==> src/rtl/ctmr_pkg.sv <==
package ctmr_pkg;

   localparam int ADDR_W = 3;

   localparam logic [ADDR_W-1:0] A_CTRL    = 3'd0;
   localparam logic [ADDR_W-1:0] A_COUNT   = 3'd1;
   localparam logic [ADDR_W-1:0] A_RELOAD  = 3'd2;
   localparam logic [ADDR_W-1:0] A_COMPARE = 3'd3;
   localparam logic [ADDR_W-1:0] A_FLAGS   = 3'd4;

   typedef enum logic [1:0] {
      OUT_OFF    = 2'd0,
      OUT_TOGGLE = 2'd1,
      OUT_PWM    = 2'd2,
      OUT_RSVD   = 2'd3
   } out_mode_e;

   // packed MSB first: out_mode = bits 4:3, cap_mode = bit 2, ext_src = bit 1, run = bit 0
   typedef struct packed {
      out_mode_e out_mode;
      logic      cap_mode;
      logic      ext_src;
      logic      run;
   } ctrl_t;

   localparam int CTRL_W = $bits(ctrl_t);

endpackage

==> src/rtl/ctmr_tick_gen.sv <==
module ctmr_tick_gen #(
   parameter int DIV = 2
) (
   input  logic clk,
   input  logic rst_n,
   output logic tick_o
);

   generate
      if (DIV < 1) begin : g_bad_div
         $error("ctmr_tick_gen: DIV must be at least 1");
      end

      if (DIV <= 1) begin : g_every
         logic unused_w;
         assign unused_w = clk ^ rst_n;
         assign tick_o   = 1'b1;
      end else begin : g_div
         localparam int              DW   = $clog2(DIV);
         localparam logic [DW-1:0]   LAST = DW'(DIV - 1);
         logic [DW-1:0] div_q;

         assign tick_o = (div_q == LAST);

         always_ff @(posedge clk or negedge rst_n) begin
            if (!rst_n)      div_q <= '0;
            else if (tick_o) div_q <= '0;
            else             div_q <= div_q + 1'b1;
         end
      end
   endgenerate

endmodule

==> src/rtl/ctmr_edge_sampler.sv <==
module ctmr_edge_sampler #(
   parameter int STAGES = 2
) (
   input  logic clk,
   input  logic rst_n,
   input  logic pin_i,
   input  logic sample_i,
   output logic fall_o
);

   generate
      if (STAGES < 2) begin : g_bad_stages
         $error("ctmr_edge_sampler: STAGES must be at least 2");
      end
   endgenerate

   logic [STAGES-1:0] sync_q;
   logic              prev_q;

   generate
      for (genvar s = 0; s < STAGES; s++) begin : g_stage
         if (s == 0) begin : g_first
            always_ff @(posedge clk or negedge rst_n) begin
               if (!rst_n) sync_q[s] <= 1'b0;
               else        sync_q[s] <= pin_i;
            end
         end else begin : g_next
            always_ff @(posedge clk or negedge rst_n) begin
               if (!rst_n) sync_q[s] <= 1'b0;
               else        sync_q[s] <= sync_q[s-1];
            end
         end
      end
   endgenerate

   // machine-cycle sample of the synchronized level
   always_ff @(posedge clk or negedge rst_n) begin
      if (!rst_n)        prev_q <= 1'b0;
      else if (sample_i) prev_q <= sync_q[STAGES-1];
   end

   assign fall_o = sample_i & prev_q & ~sync_q[STAGES-1];

endmodule

==> src/rtl/ctmr_counter.sv <==
module ctmr_counter #(
   parameter int CNT_W = 16
) (
   input  logic             clk,
   input  logic             rst_n,
   input  logic             tick_i,
   input  logic             cnt_fall_i,
   input  logic             trg_fall_i,
   input  logic             run_i,
   input  logic             ext_src_i,
   input  logic             cap_mode_i,
   input  logic [CNT_W-1:0] reload_i,
   input  logic             cnt_wr_i,
   input  logic [CNT_W-1:0] wr_data_i,
   input  logic             clr_ovf_i,
   input  logic             clr_trg_i,
   output logic [CNT_W-1:0] count_o,
   output logic [CNT_W-1:0] capture_o,
   output logic             ovf_flag_o,
   output logic             trg_flag_o,
   output logic             ovf_evt_o
);

   localparam logic [CNT_W-1:0] CNT_MAX = '1;

   logic [CNT_W-1:0] count_q, count_d;
   logic [CNT_W-1:0] cap_q;
   logic [CNT_W-1:0] wrap_val;
   logic             ovf_q, trg_q;
   logic             count_evt, trg_evt, ovf_evt;

   assign count_evt = run_i & tick_i & (ext_src_i ? cnt_fall_i : 1'b1);
   assign trg_evt   = run_i & trg_fall_i;
   assign ovf_evt   = count_evt & (count_q == CNT_MAX);
   assign wrap_val  = cap_mode_i ? '0 : reload_i;

   // priority: software write, then trigger reload, then increment
   always_comb begin
      count_d = count_q;
      if (cnt_wr_i)                    count_d = wr_data_i;
      else if (!cap_mode_i && trg_evt) count_d = reload_i;
      else if (count_evt)              count_d = ovf_evt ? wrap_val : count_q + 1'b1;
   end

   always_ff @(posedge clk or negedge rst_n) begin
      if (!rst_n) count_q <= '0;
      else        count_q <= count_d;
   end

   always_ff @(posedge clk or negedge rst_n) begin
      if (!rst_n)                      cap_q <= '0;
      else if (cap_mode_i && trg_evt)  cap_q <= count_q;
   end

   always_ff @(posedge clk or negedge rst_n) begin
      if (!rst_n) begin
         ovf_q <= 1'b0;
         trg_q <= 1'b0;
      end else begin
         if (ovf_evt)        ovf_q <= 1'b1;
         else if (clr_ovf_i) ovf_q <= 1'b0;
         if (trg_evt)        trg_q <= 1'b1;
         else if (clr_trg_i) trg_q <= 1'b0;
      end
   end

   assign count_o    = count_q;
   assign capture_o  = cap_q;
   assign ovf_flag_o = ovf_q;
   assign trg_flag_o = trg_q;
   assign ovf_evt_o  = ovf_evt;

endmodule

==> src/rtl/ctmr_out_stage.sv <==
module ctmr_out_stage
   import ctmr_pkg::*;
#(
   parameter int CNT_W  = 16,
   parameter bit PWM_EN = 1'b1
) (
   input  logic             clk,
   input  logic             rst_n,
   input  out_mode_e        out_mode_i,
   input  logic [CNT_W-1:0] count_i,
   input  logic [CNT_W-1:0] compare_i,
   input  logic             ovf_evt_i,
   output logic             out_o
);

   logic tog_q;
   logic pwm_lvl;

   always_ff @(posedge clk or negedge rst_n) begin
      if (!rst_n)                                     tog_q <= 1'b0;
      else if (ovf_evt_i && out_mode_i == OUT_TOGGLE) tog_q <= ~tog_q;
   end

   generate
      if (PWM_EN) begin : g_pwm
         assign pwm_lvl = (count_i < compare_i);
      end else begin : g_no_pwm
         logic unused_w;
         assign unused_w = ^{count_i, compare_i};
         assign pwm_lvl  = 1'b0;
      end
   endgenerate

   always_comb begin
      unique case (out_mode_i)
         OUT_TOGGLE: out_o = tog_q;
         OUT_PWM:    out_o = pwm_lvl;
         default:    out_o = 1'b0;
      endcase
   end

endmodule

==> src/rtl/cap_reload_timer.sv <==
module cap_reload_timer
   import ctmr_pkg::*;
#(
   parameter int CNT_W         = 16,
   parameter int CLKS_PER_TICK = 2,
   parameter int SYNC_STAGES   = 2,
   parameter bit PWM_EN        = 1'b1
) (
   input  logic              clk,
   input  logic              rst_n,
   input  logic              wr_en_i,
   input  logic [ADDR_W-1:0] wr_addr_i,
   input  logic [CNT_W-1:0]  wr_data_i,
   input  logic              cnt_pin_i,
   input  logic              trg_pin_i,
   output logic [CNT_W-1:0]  count_o,
   output logic [CNT_W-1:0]  capture_o,
   output logic              ovf_flag_o,
   output logic              trg_flag_o,
   output logic              out_pin_o
);

   localparam int NUM_PINS = 2;
   localparam int PIN_CNT  = 0;
   localparam int PIN_TRG  = 1;

   generate
      if (CNT_W < 8) begin : g_bad_width
         $error("cap_reload_timer: CNT_W must be at least 8");
      end
      if (CLKS_PER_TICK < 1) begin : g_bad_tick
         $error("cap_reload_timer: CLKS_PER_TICK must be at least 1");
      end
      if (SYNC_STAGES < 2) begin : g_bad_sync
         $error("cap_reload_timer: SYNC_STAGES must be at least 2");
      end
   endgenerate

   // register file
   ctrl_t            ctrl_q;
   logic [CNT_W-1:0] reload_q;
   logic [CNT_W-1:0] compare_q;

   logic cnt_wr_w, clr_ovf_w, clr_trg_w;
   logic run_w, cap_w;

   assign cnt_wr_w  = wr_en_i && (wr_addr_i == A_COUNT);
   assign clr_ovf_w = wr_en_i && (wr_addr_i == A_FLAGS) && !wr_data_i[0];
   assign clr_trg_w = wr_en_i && (wr_addr_i == A_FLAGS) && !wr_data_i[1];
   assign run_w     = ctrl_q.run;
   assign cap_w     = ctrl_q.cap_mode;

   always_ff @(posedge clk or negedge rst_n) begin
      if (!rst_n) begin
         ctrl_q    <= '0;
         reload_q  <= '0;
         compare_q <= '0;
      end else if (wr_en_i) begin
         case (wr_addr_i)
            A_CTRL:    ctrl_q    <= ctrl_t'(wr_data_i[CTRL_W-1:0]);
            A_RELOAD:  reload_q  <= wr_data_i;
            A_COMPARE: compare_q <= wr_data_i;
            default:   ;
         endcase
      end
   end

   // machine-cycle tick
   logic tick_w;

   ctmr_tick_gen #(.DIV(CLKS_PER_TICK)) u_tick (
      .clk    (clk),
      .rst_n  (rst_n),
      .tick_o (tick_w)
   );

   // edge samplers for count and trigger pins
   logic [NUM_PINS-1:0] pins_w;
   logic [NUM_PINS-1:0] fall_w;

   assign pins_w[PIN_CNT] = cnt_pin_i;
   assign pins_w[PIN_TRG] = trg_pin_i;

   generate
      for (genvar p = 0; p < NUM_PINS; p++) begin : g_pin
         ctmr_edge_sampler #(.STAGES(SYNC_STAGES)) u_samp (
            .clk      (clk),
            .rst_n    (rst_n),
            .pin_i    (pins_w[p]),
            .sample_i (tick_w),
            .fall_o   (fall_w[p])
         );
      end
   endgenerate

   logic ovf_evt_w;

   ctmr_counter #(.CNT_W(CNT_W)) u_cnt (
      .clk        (clk),
      .rst_n      (rst_n),
      .tick_i     (tick_w),
      .cnt_fall_i (fall_w[PIN_CNT]),
      .trg_fall_i (fall_w[PIN_TRG]),
      .run_i      (ctrl_q.run),
      .ext_src_i  (ctrl_q.ext_src),
      .cap_mode_i (ctrl_q.cap_mode),
      .reload_i   (reload_q),
      .cnt_wr_i   (cnt_wr_w),
      .wr_data_i  (wr_data_i),
      .clr_ovf_i  (clr_ovf_w),
      .clr_trg_i  (clr_trg_w),
      .count_o    (count_o),
      .capture_o  (capture_o),
      .ovf_flag_o (ovf_flag_o),
      .trg_flag_o (trg_flag_o),
      .ovf_evt_o  (ovf_evt_w)
   );

   ctmr_out_stage #(.CNT_W(CNT_W), .PWM_EN(PWM_EN)) u_out (
      .clk        (clk),
      .rst_n      (rst_n),
      .out_mode_i (ctrl_q.out_mode),
      .count_i    (count_o),
      .compare_i  (compare_q),
      .ovf_evt_i  (ovf_evt_w),
      .out_o      (out_pin_o)
   );

endmodule

==> config.mk <==
export PLATFORM = sky130hd
export DESIGN_NAME = cap_reload_timer
export DESIGN_NICKNAME = d
export VERILOG_FILES = /design/src/rtl/ctmr_pkg.sv /design/src/rtl/ctmr_tick_gen.sv /design/src/rtl/ctmr_edge_sampler.sv /design/src/rtl/ctmr_counter.sv /design/src/rtl/ctmr_out_stage.sv /design/src/rtl/cap_reload_timer.sv
export SDC_FILE = /design/constraint.sdc
export NUM_CORES = 1
export LEC_CHECK = 0
export BUFFER_PORTS_ARGS = -buffer_cell sky130_fd_sc_hd__buf_2
export CORE_UTILIZATION = 45
export CTS_BUF_LIST = sky130_fd_sc_hd__clkbuf_8
export DETAILED_ROUTE_END_ITERATION = 12
export PLACE_DENSITY = 0.65
export SYNTH_ARGS = -nofsm -noshare
export SYNTH_HDL_FRONTEND = slang
export SYNTH_SLANG_ARGS = --single-unit
==> constraint.sdc <==
create_clock -name clk -period 5.2 [get_ports clk]
set_input_delay 0 -clock clk [delete_from_list [all_inputs] [get_ports clk]]
set_output_delay 0 -clock clk [all_outputs]
set_load 0.02 [all_outputs]
==> qor.yml <==
row_count: 34
worstMarginPinSlew_ns: 1.03
grt_pass1_vias: 3127
synth_top_area_share: 0.494
wl_per_cell_um: 17.8
arrival_ns: 2.89
critPathMaxFanout: 9
vdd_ir_drop_max_v: 0.000174
maxCapViolCount: 0
slowest_delay_ns: 0.80
place_ws_ns: 2.67
die_x_um: 96.3
num_vias: 3122
hpwl_um: 6760
start_util: 0.461
startpoint_type: "flip-flop"
antenna_found_initial: 0
cts_tree: "done"
hold_depth: 5
grt_use_met1: 0.320
hold_viol: 0
fin_tns_setup_ns: 0
cts.sinks: 79
yosysWarnings: 0
place.gp.congestion: 0.896
max_freq_mhz: 378
drc: 0
grtUsageTotal: 0.235
netlist_area_um2: 4000
postCtsSetupBuffers: 0
drt_iter0_markers: 151
slew-limit-headroom: 0.315
dr.pass1.iters: 5
netlist-cell-type-count: 50
clockBufferDepth: 2
criticalPathCategory: "flip-flop to flip-flop"
cts_buffers: 9
met3_usage: 0.0498
cts_root_buf: "clkbuf_8"
cp-end-kind: "flip-flop"
worst_hold_path_type: "input pin to flip-flop"
port_buffers: 58
setup_viol: 0
path_clk_slew_ns: 0.08
h-tree-depth: 3
rrSetupSlack_ns: 2.55
cts_resized: 0
final_util: 0.551
skew_ns: 0.0129
die_h_um: 96.3
syn_inst: 360
dpl_cell_area_um2: 4360
busiest_layer: "met2"
required_ns: 5.45
hold_ws_ns: 0.0525
synth_area_leaders: "dfrtp_1 49%, mux2_2 14%, ha_1 5.6%, nand2_1 2.4%, inv_1 2.3%"
drive_gt1_frac: 0.289
power.leakage_nw: 2.18
async_flop_share: 1.00
io_pins: 59
slew_viol_final: 0
path_cells: "ha_1 > nand4_1 > nor4_1 > a21oi_2 > a221oi_1 > nor2_1"
grt_overflow: 0
fin_area_um2: 4780
grt_max_degree: 80
layout_min_cycle_time_ns: 2.65
syn2layout_area_growth_pct: 19.6
finalCritPeriodShare: 0.509
timing.final.ws_setup_ns: 2.55
yosys_most_used_dff: "dfrtp_1"
antenna_cells: 0
cpMaxStageDelayCell: "nor4_1"
drt_wl_total_um: 9790
final_nets: 481
synth_nets: 402
grt_first_pass_wirelength_um: 16100
avgSynthCellArea_um2: 11.1
r2r_cells: 6
ys_seq_area_frac: 0.494
hold_buffers: 21
ant_nets: 0
coreArea_um2: 8680
met2_usage: 0.361
synth_edf_count: 0
die-area_um2: 9270
viasPerCell: 5.67
cellPowerDensity_nw_per_um2: 496
clkLatencyLatePin_ns: 0.37
status: "finished, final reports clean"
rsz0062_at_grt: "false"
synth-seq-cells: 79
yosysTopAreaCell: "dfrtp_1"
## synthesized netlist by cell type, types with 2 or more instances
master	n
nand3b_1	2
a21oi_2	2
mux2_2	48
a221oi_1	3
clkbuf_1	6
a21o_1	4
o21ai_0	15
o211ai_1	4
nand2_1	26
nand4_1	10
dfrtp_1	79
a31oi_1	3
o22ai_1	7
and4_1	2
nor2b_1	2
xnor2_1	10
nor2_1	13
buf_2	2
inv_1	24
a22oi_1	4
xor2_1	3
nor3_1	8
a21oi_1	14
buf_6	2
nand2b_1	2
o31ai_1	2
o2111ai_1	3
ha_1	18
nand3_1	17
nor4_1	5
## critical path, delay by kind of cell (launching register included)
family,cells,cell delay (ns)
AOI/OAI and AO/OA,2,0.63
DFF,1,0.51
adders and majority gates,1,0.28
and+or+nand+nor,3,1.11
## cell families (layout without fill, tap and decap cells)
group           after synthesis  in the layout  synth area share
buf+inv                      36            119            0.0413
fa+ha+maj                    18             18            0.0563
simple gates                 94             94             0.121
xor+xnor                     13             13            0.0285
flops                        79             79             0.494
compound gates               72             72             0.123
mux                          48             48             0.135
## state kept, by name, summed over array words and instances (netlist names), 2 cells and up
name,cells
ctrl_q,3
g_pin.u_samp.prev_q,2
u_cnt.count_o,16
g_pin.u_samp.sync_q,4
reload_q,16
u_cnt.capture_o,16
compare_q,16
## stage by stage
stage	instances	total power, mW
4_1_cts	551	2.38
3_3_place_gp	515	1.85
2_1_floorplan	360	1.57
6_report	551	2.37
3_5_place_dp	515	1.87
5_1_grt	551	2.54
## final timing paths
kind / to / startpoint
min in group asynchronous: compare_q[4] / rst_n
worst min register to register: g_pin[0].u_samp.sync_q[1] / g_pin[0].u_samp.sync_q[0]
worst min-delay path: u_cnt.trg_flag_o / wr_addr_i[1]
max in group asynchronous: reload_q[5] / rst_n
worst max-delay path: u_cnt.count_o[13] / u_cnt.count_o[0]
worst max register to register: u_cnt.count_o[13] / u_cnt.count_o[0]
## cells in the final DEF (no fill, tap or decap), drive strengths merged, types with 11 or more instances in the layout
master / n
o21ai: 17
nand2: 26
mux2: 48
dlygate4sd3: 21
nand3: 17
buf: 59
nand4: 11
inv: 25
dfrtp: 79
a21oi: 16
nor2: 13
ha: 18
## cell type report
type / instances / area, um^2
clock buffers: 9 / 124
fillers: 797 / 3900
flip-flops and latches: 79 / 1980
repair buffers: 80 / 510
well taps: 108 / 135
inverters: 24 / 90.1
multi-input cells: 245 / 1860
clock inverters: 6 / 87.6
## power breakdown
group | internal, mW | leakage, nW | total (mW) | switching [mW]
Clock | 0.267 | 0.103 | 0.500 | 0.234
Sequential | 0.795 | 0.951 | 0.993 | 0.197
Combinational | 0.375 | 1.13 | 0.879 | 0.504
Total | 1.44 | 2.18 | 2.37 | 0.935
## metal layers
layer / up-vias / wire [um]
met1: 1530 / 4540
met5: - / 0
met3: 14 / 546
li1: 1473 / -
met4: 0 / 180
met2: 105 / 4530
No activity file was read; power rests on OpenSTA's default activity.
